--- src/rtl/ddr_capture_pkg.sv ---
package ddr_capture_pkg;
  // Alignment selection for the receive side
  localparam int ALIGN_OPPOSITE  = 0;
  localparam int ALIGN_SAME      = 1;
  localparam int ALIGN_SAME_PIPE = 2;

  function automatic bit tx_uses_same_edge(int mode);
    return mode != ALIGN_OPPOSITE;
  endfunction
endpackage

--- src/rtl/ddr_edge_sampler.sv ---
module ddr_edge_sampler #(
  parameter int WIDTH = 1
) (
  input  logic             clk,
  input  logic             rst,
  input  logic             clk_en,
  input  logic [WIDTH-1:0] pad_in,
  output logic [WIDTH-1:0] rise_bit,
  output logic [WIDTH-1:0] fall_bit
);
  always_ff @(posedge clk) begin
    if (rst)         rise_bit <= '0;
    else if (clk_en) rise_bit <= pad_in;
  end

  always_ff @(negedge clk) begin
    if (rst)         fall_bit <= '0;
    else if (clk_en) fall_bit <= pad_in;
  end

  AST_RISE_CAPTURE: assert property (@(posedge clk) disable iff (rst)
    clk_en |=> rise_bit == $past(pad_in));
  AST_FALL_CAPTURE: assert property (@(negedge clk) disable iff (rst)
    clk_en |=> fall_bit == $past(pad_in));
endmodule

--- src/rtl/ddr_pad_driver.sv ---
module ddr_pad_driver #(
  parameter int WIDTH     = 1,
  parameter bit SAME_EDGE = 1'b0
) (
  input  logic             clk,
  input  logic             rst,
  input  logic             clk_en,
  input  logic [WIDTH-1:0] tx_first,
  input  logic [WIDTH-1:0] tx_second,
  output logic [WIDTH-1:0] pad_out
);
  logic [WIDTH-1:0] hi_phase;
  logic [WIDTH-1:0] lo_phase;

  always_ff @(posedge clk) begin
    if (rst)         hi_phase <= '0;
    else if (clk_en) hi_phase <= tx_first;
  end

  generate
    if (SAME_EDGE) begin : g_same
      logic [WIDTH-1:0] second_stage;
      always_ff @(posedge clk) begin
        if (rst)         second_stage <= '0;
        else if (clk_en) second_stage <= tx_second;
      end
      always_ff @(negedge clk) begin
        if (rst)         lo_phase <= '0;
        else if (clk_en) lo_phase <= second_stage;
      end
    end else begin : g_opposite
      always_ff @(negedge clk) begin
        if (rst)         lo_phase <= '0;
        else if (clk_en) lo_phase <= tx_second;
      end
    end
  endgenerate

  // Phase mux: high half-cycle shows the rising-edge bit
  assign pad_out = clk ? hi_phase : lo_phase;

  AST_DRIVE_HOLD_HI: assert property (@(posedge clk) disable iff (rst)
    !clk_en |=> $stable(hi_phase));
  AST_DRIVE_HOLD_LO: assert property (@(negedge clk) disable iff (rst)
    !clk_en |=> $stable(lo_phase));
endmodule

--- src/rtl/ddr_capture_reg.sv ---
module ddr_capture_reg
  import ddr_capture_pkg::*;
#(
  parameter int WIDTH = 1,
  parameter int MODE  = ALIGN_OPPOSITE
) (
  input  logic             clk,
  input  logic             rst,
  input  logic             clk_en,
  input  logic [WIDTH-1:0] pad_in,
  output logic [WIDTH-1:0] cap_first,
  output logic [WIDTH-1:0] cap_second,
  input  logic [WIDTH-1:0] tx_first,
  input  logic [WIDTH-1:0] tx_second,
  output logic [WIDTH-1:0] pad_out
);
  localparam bit TX_SAME = tx_uses_same_edge(MODE);

  logic [WIDTH-1:0] rise_bit;
  logic [WIDTH-1:0] fall_bit;

  ddr_edge_sampler #(.WIDTH(WIDTH)) u_sampler (
    .clk      (clk),
    .rst      (rst),
    .clk_en   (clk_en),
    .pad_in   (pad_in),
    .rise_bit (rise_bit),
    .fall_bit (fall_bit)
  );

  generate
    if (MODE == ALIGN_OPPOSITE) begin : g_opposite
      assign cap_first  = rise_bit;
      assign cap_second = fall_bit;
    end else if (MODE == ALIGN_SAME) begin : g_same
      logic [WIDTH-1:0] fall_realign;
      always_ff @(posedge clk) begin
        if (rst)         fall_realign <= '0;
        else if (clk_en) fall_realign <= fall_bit;
      end
      assign cap_first  = rise_bit;
      assign cap_second = fall_realign;
    end else begin : g_same_pipe
      logic [WIDTH-1:0] fall_realign;
      logic [WIDTH-1:0] rise_delay;
      always_ff @(posedge clk) begin
        if (rst) begin
          fall_realign <= '0;
          rise_delay   <= '0;
        end else if (clk_en) begin
          fall_realign <= fall_bit;
          rise_delay   <= rise_bit;
        end
      end
      assign cap_first  = rise_delay;
      assign cap_second = fall_realign;

      AST_PIPE_FIRST_LAG: assert property (@(posedge clk) disable iff (rst)
        (clk_en && $past(clk_en) && !$past(rst)) |=> cap_first == $past(pad_in, 2));
    end
  endgenerate

  ddr_pad_driver #(.WIDTH(WIDTH), .SAME_EDGE(TX_SAME)) u_driver (
    .clk       (clk),
    .rst       (rst),
    .clk_en    (clk_en),
    .tx_first  (tx_first),
    .tx_second (tx_second),
    .pad_out   (pad_out)
  );

  AST_FIRST_HOLD: assert property (@(posedge clk) disable iff (rst)
    !clk_en |=> $stable(cap_first));
endmodule

--- config.mk ---
export PLATFORM = sky130hd
export DESIGN_NAME = ddr_capture_reg
export DESIGN_NICKNAME = d
export VERILOG_FILES = /design/src/rtl/ddr_capture_pkg.sv /design/src/rtl/ddr_edge_sampler.sv /design/src/rtl/ddr_pad_driver.sv /design/src/rtl/ddr_capture_reg.sv
export SDC_FILE = /design/constraint.sdc
export NUM_CORES = 1
export LEC_CHECK = 0
export CORE_AREA = 2 2 39 41
export CTS_CLUSTER_DIAMETER = 80
export DETAILED_ROUTE_END_ITERATION = 12
export DIE_AREA = 0 0 41 43
export GPL_ROUTABILITY_DRIVEN = 0
export MAX_ROUTING_LAYER = met4
export PLACE_DENSITY_LB_ADDON = 0.25
export SLEW_MARGIN = 20
export SYNTH_ARGS = -nofsm -noshare
export SYNTH_HDL_FRONTEND = slang
export SYNTH_HIERARCHICAL = 1
export SYNTH_SLANG_ARGS = --single-unit
--- constraint.sdc ---
create_clock -name clk -period 1.4 [get_ports clk]
set_input_delay 0.28 -clock clk [delete_from_list [all_inputs] [get_ports clk]]
set_output_delay 0.28 -clock clk [all_outputs]
set_load 0.02 [all_outputs]
==> results of run 1 <==
## power groups by stage
stage               combinational (mW)  sequential, mW  clock (mW)
floorplan                      0.00869           0.129      0.0574
global placement                0.0403           0.126      0.0747
detailed placement              0.0415           0.126      0.0747
CTS                             0.0400           0.125       0.361
global route                    0.0428           0.126       0.385
finish                          0.0394           0.125       0.344
## area by class of cell
cell class              count  share of cell area
repair buffers              9              0.2638
flip-flops and latches      4              0.2559
multi-input cells          10              0.2165
clock buffers               7              0.1772
well taps                  16             0.06299
clock inverters             2             0.02362
## flip-flops by register name (all words and copies together), names as in the netlist
signal / flops
u_driver/hi_phase: 1
u_sampler/fall_bit: 1
u_driver/lo_phase: 1
u_sampler/rise_bit: 1
## cells in the final DEF (no fill, tap or decap)
master                            instances
sky130_fd_sc_hd__dfxtp_1                  3
sky130_fd_sc_hd__nand2b_1                 2
sky130_fd_sc_hd__buf_6                    2
sky130_fd_sc_hd__nand2_1                  1
sky130_fd_sc_hd__clkbuf_4                 6
sky130_fd_sc_hd__dlygate4sd2_1            2
sky130_fd_sc_hd__a21oi_1                  2
sky130_fd_sc_hd__inv_1                    2
sky130_fd_sc_hd__clkdlybuf4s50_1          4
sky130_fd_sc_hd__mux2_4                   1
sky130_fd_sc_hd__dfxtp_2                  1
sky130_fd_sc_hd__buf_4                    2
sky130_fd_sc_hd__mux2i_1                  2
sky130_fd_sc_hd__nor2_1                   2
## cells by family (layout without fill, tap and decap cells)
group	after synthesis	in the layout
simple gates	5	5
flops	4	4
mux	3	3
compound gates	2	2
buf+inv	2	18
## Yosys cell counts, drive strengths merged
cell type  n  area, um^2
inv        2       7.510
dfxtp      4       80.08
nor2       2       7.510
nand2b     2       12.51
a21oi      2       10.01
mux2       1       15.01
nand2      1       3.750
mux2i      2       20.02
## worst max-delay path: cells and delay by family, from the launching register on
family | cells | cell delay, ns
DFF | 1 | 0.30
buffers and inverters | 1 | 0.13
muxes | 1 | 0.27
## routing by layer
layer  vias up  wire length [um]
li1         84                 -
met1        68               175
met2        11               157
met3         0                77
met4         0                 0
met5         -                 0
## worst max path at each step
stage / endpoint / startpoint / slack, ns / cells past startpoint
after floorplan: pad_out / u_driver/lo_phase / -0.16 / 1
after global placement: pad_out / u_driver/lo_phase / -0.64 / 2
after detailed placement: pad_out / u_driver/lo_phase / -0.65 / 2
after CTS: pad_out / u_driver/lo_phase / -0.70 / 2
after global routing: pad_out / u_driver/lo_phase / -0.73 / 2
final: pad_out / u_driver/lo_phase / -0.68 / 2
## what timing repair did
action | 4_1_cts | 5_1_grt
setup endpoints to repair | 5 | 2
cloned | 0 | 0
resized for setup | 15 | 0
==> out/results.ini, run 1 <==
[logic_synthesis]
synth_fp_nets=22
synth-compound-area-share=0.06400
postSynthCellCount=16
synth_seq_area_share=0.5120
syn-mean-instance-area_um2=9.775
yosys-mux-area-fraction=0.2240
number_of_warnings_issued_by_yosys=6
synthAdderAreaFrac=0
main_combinational_cell_family_by_area_after_synthesis=multiplexers
synth-seq-cells=4
synth_xor_xnor_area_share=0
yosys.cell_types.count=8
synth_area_um2=156.4
yosys.area_share.simple=0.1520

[setup_path]
critPathCaptureType=output port
critPathLaunchType=flip-flop
r2r-end=u_driver/lo_phase
worst_ep_required_time_ns=1.12
crit-reg2reg-launch=u_driver/lo_phase
critical_path.max_stage_delay_ns=0.30
worst-r2r-setup-slack_ns=0.80
r2r_cells=2
critical_path_class=reg2out
critical_path.max_fanout=2
worst_ep_arrival_time_ns=1.80
crit_path_cells=mux2_4 > buf_6
critical-path-slowest-cell=sky130_fd_sc_hd__dfxtp_1

[timing]
setup_repair_after_global_routing_missed_its_margin=yes
fin_setup_tns_ns=-1.095
maxSlewViolCount=0
hold_slack_ns=0.4299
fin_ws_ns=-0.6830
tightest_slew_ns=0.2018
clock_skew_ns=0
finalHoldViolations=0
timing.max_slew.rel_slack=0.8660
report.final.setup_viol=2

[die]
count_of_standard_cell_rows=14
io_pins=9
floorplan.die.height_um=43
fp.dieArea_um2=1763
floorplan.core_area_um2=1384
floorplan.die.width_um=41
starting_density_of_the_core=0.1130

[layout]
multi_input_area_um2=68.82
post_route_cells_drive_above_1_share=0.3750
register_area_um2=81.33
n_antenna_cell=0
layout.filler_cells=152
finish.net_count=40
layout-area-overhead-vs-synth_pct=103.2
post-route-util=0.2297
finalInstanceArea_um2=317.8
final_cells=48

[detailed_routing]
num_vias=163
detail_route.iter0.violations=0
dr.pass1.iters=1
ant_nets=0
finalWirelength_um=411
drcViolationCount=0
post_drt_via_cell_ratio=3.396
routed_wire_length_per_instance_um=8.563

[power_and_ir_drop]
total_switching_power_mw=0.1233
seqPwrFrac=0.247
cellLeakagePower_nw=0.1530
clockPowerShare=0.676
power.share.combinational=0.077
power_total_mw=0.5087
power.density_cell_area_nw_per_um2=1601
internal-power_mw=0.3854
max-vdd-ir-drop_uv=577.4
switching_share=0.2424

[job]
maxCapViolCount=0

[grt]
grtUsageMet3=0.1152
globalRoute.busiestLayer=met3
number_of_antenna_violations_at_the_first_check_in_global_routing=0
gr-usage-met1=0.04487
globalRouteTotalUtil=0.06989
grt.overflow.total=0
grt_first_pass_wirelength_um=627
use_met2=0.05938
first_global_vias=196
pin_count_of_the_biggest_net_entering_global_routing=5

[place]
post-place-ws_ns=-0.6540
port-buffer-count=8
dp_hpwl_um=314.9
placedCellCount=42
placed_cell_area_um2=271.5

[worst_hold_path]
min_delay_path_depth=3
timing.hold.worst.start=clk_en
hold_path_sink=u_sampler/rise_bit
hold_path_class=in2reg

[clock_tree]
clkSlewWorstSetupHoldPaths_ns=0.04
worst_skew_late_latency_ns=0.33
postCtsHoldBufs=0
cts_tree=built
postcts_setup_bufs=0

[status]
run_status=finished, violations left
failing_checks=negative setup slack

Note: power is estimated with default switching activity, not from simulation.
==> inputs of run 2 (changes only) <==
- SKIP_CTS_REPAIR_TIMING: unset -> 1
- clock period: 1.4 -> 2.2 ns (I/O delays scaled with it)
==> out/results.ini, run 2 (same netlist as run 1, synthesis figures left out) <==
[timing]
fin_setup_tns_ns=-0.6151  ; +0.4801 ns
hold_slack_ns=0.4675  ; +0.03757 ns
report.final.setup_viol=2  ; unchanged
tightest_slew_ns=0.2065  ; +0.004766 ns
clock_skew_ns=0  ; unchanged
setup_repair_after_global_routing_missed_its_margin=yes
fin_ws_ns=-0.4431  ; +0.2398 ns
timing.max_slew.rel_slack=0.8619  ; -0.004143
maxSlewViolCount=0  ; unchanged
finalHoldViolations=0  ; unchanged

[grt]
grt_first_pass_wirelength_um=627  ; unchanged
globalRouteTotalUtil=0.06989  ; unchanged
first_global_vias=196  ; unchanged
pin_count_of_the_biggest_net_entering_global_routing=5  ; unchanged
number_of_antenna_violations_at_the_first_check_in_global_routing=0  ; unchanged
grt.overflow.total=0  ; unchanged

[detailed_routing]
num_vias=163  ; unchanged
post_drt_via_cell_ratio=3.396  ; unchanged
detail_route.iter0.violations=0  ; unchanged
drcViolationCount=0  ; unchanged
routed_wire_length_per_instance_um=8.563  ; unchanged
dr.pass1.iters=1  ; unchanged
ant_nets=0  ; unchanged
finalWirelength_um=411  ; unchanged

[setup_path]
critPathCaptureType=output port
cpLargestDelayFamily=flip-flops
critical_path.max_fanout=2  ; unchanged
critical-path-slowest-cell=sky130_fd_sc_hd__dfxtp_1
worst_ep_required_time_ns=1.76  ; +0.64 ns
crit_path_cells=mux2_4 > buf_6
worst_ep_arrival_time_ns=2.20  ; +0.40 ns
critical_path.max_stage_delay_ns=0.30  ; about the same
cp_num_buf_inv=1  ; unchanged
critPathLaunchType=flip-flop
critical_path_class=reg2out

[worst_hold_path]
hold_path_class=reg2reg

[status]
failing_checks=negative setup slack
run_status=finished, violations left

[power_and_ir_drop]
cellLeakagePower_nw=0.1478  ; -3.4%
internal-power_mw=0.2466  ; -36%
max-vdd-ir-drop_uv=368.3  ; -36%
clockPowerShare=0.673  ; -0.003
power.share.combinational=0.081  ; +0.004
power.density_cell_area_nw_per_um2=1015  ; -37%
power_total_mw=0.3251  ; -36%
switching_share=0.2415  ; -0.0009213
total_switching_power_mw=0.07852  ; -36%
seqPwrFrac=0.246  ; about the same

[place]
port-buffer-count=8  ; unchanged
placed_cell_area_um2=271.5  ; unchanged
dp_hpwl_um=314.9  ; unchanged

[job]
maxCapViolCount=0  ; unchanged

[die]
starting_density_of_the_core=0.1130  ; unchanged
floorplan.core_area_um2=1384  ; unchanged
fp.dieArea_um2=1763  ; unchanged
io_pins=9  ; unchanged
floorplan.die.width_um=41  ; unchanged
count_of_standard_cell_rows=14  ; unchanged
floorplan.die.height_um=43  ; unchanged

[layout]
n_antenna_cell=0  ; unchanged
post_route_cells_drive_above_1_share=0.3750  ; unchanged
layout.filler_cells=150  ; -1.3%
finish.net_count=40  ; unchanged
final_cell_mix=sky130_fd_sc_hd__clkbuf_4 (6), sky130_fd_sc_hd__clkdlybuf4s50_1 (6), sky130_fd_sc_hd__dfxtp_1 (3)
finalInstanceArea_um2=320.3  ; +0.79%
layout-area-overhead-vs-synth_pct=104.8

[clock_tree]
worst_skew_late_latency_ns=0.33  ; about the same
clkSlewWorstSetupHoldPaths_ns=0.04  ; about the same
cts_tree=built

==> run 2: cell count changes in the layout (fill, tap and decap cells not counted) <==
cell,previous run,this run
sky130_fd_sc_hd__clkdlybuf4s50_1,4,6
sky130_fd_sc_hd__dlygate4sd2_1,2,0
==> run 2: routing by layer <==
| layer | global-route usage | wire (um) | vias to the layer above |
|---|---|---|---|
| met5 | - | 0 | - |
| li1 | - | - | 84 |
| met4 | 0.08667 | 0 | 0 |
| met1 | 0.04487 | 178 | 68 |
| met2 | 0.05938 | 157 | 11 |
| met3 | 0.1152 | 75 | 0 |
==> run 2: final timing paths <==
kind / start / to / slack [ns] / cells after the start
worst min-delay path: u_sampler/rise_bit / u_sampler/rise_bit / 0.47 / 2
worst max-delay path: u_driver/lo_phase / pad_out / -0.44 / 2
worst max register to register: u_driver/lo_phase / u_driver/lo_phase / 1.60 / 2
worst min register to register: u_sampler/rise_bit / u_sampler/rise_bit / 0.47 / 2
==> run 2: power by group through the flow <==
stage,Sequential [mW],Combinational (mW),Clock (mW)
floorplan,0.0824,0.00553,0.0365
global placement,0.0800,0.0257,0.0476
detailed placement,0.0804,0.0264,0.0476
CTS,0.0794,0.0266,0.227
global route,0.0800,0.0286,0.245
finish,0.0799,0.0264,0.219
==> run 2: worst min-delay path, delay by kind of cell, from the launching register on <==
kind	cells	cell delay, ns
AOI/OAI and AO/OA	1	0.06
DFF	1	0.30
and+or+nand+nor	1	0.06
==> run 2: final cells by class <==
class,instances,area [um^2],area share
Timing Repair Buffer,9,86.33,0.2695
Sequential cell,4,81.33,0.2539
Multi-Input combinational cell,10,68.82,0.2148
Clock buffer,7,56.30,0.1758
Tap cell,16,20.02,0.06250
Clock inverter,2,7.507,0.02344
==> run 2: through the flow <==
step / utilization / setup slack (ns) / std cells
detailed placement: 0.1962 / -0.4140 / 42
finish: 0.2315 / -0.4431 / 48
global route: 0.2315 / -0.4851 / 48
global placement: 0.1962 / -0.4046 / 42
CTS: 0.2288 / -0.8522 / 48
floorplan: - / 0.07749 / 16
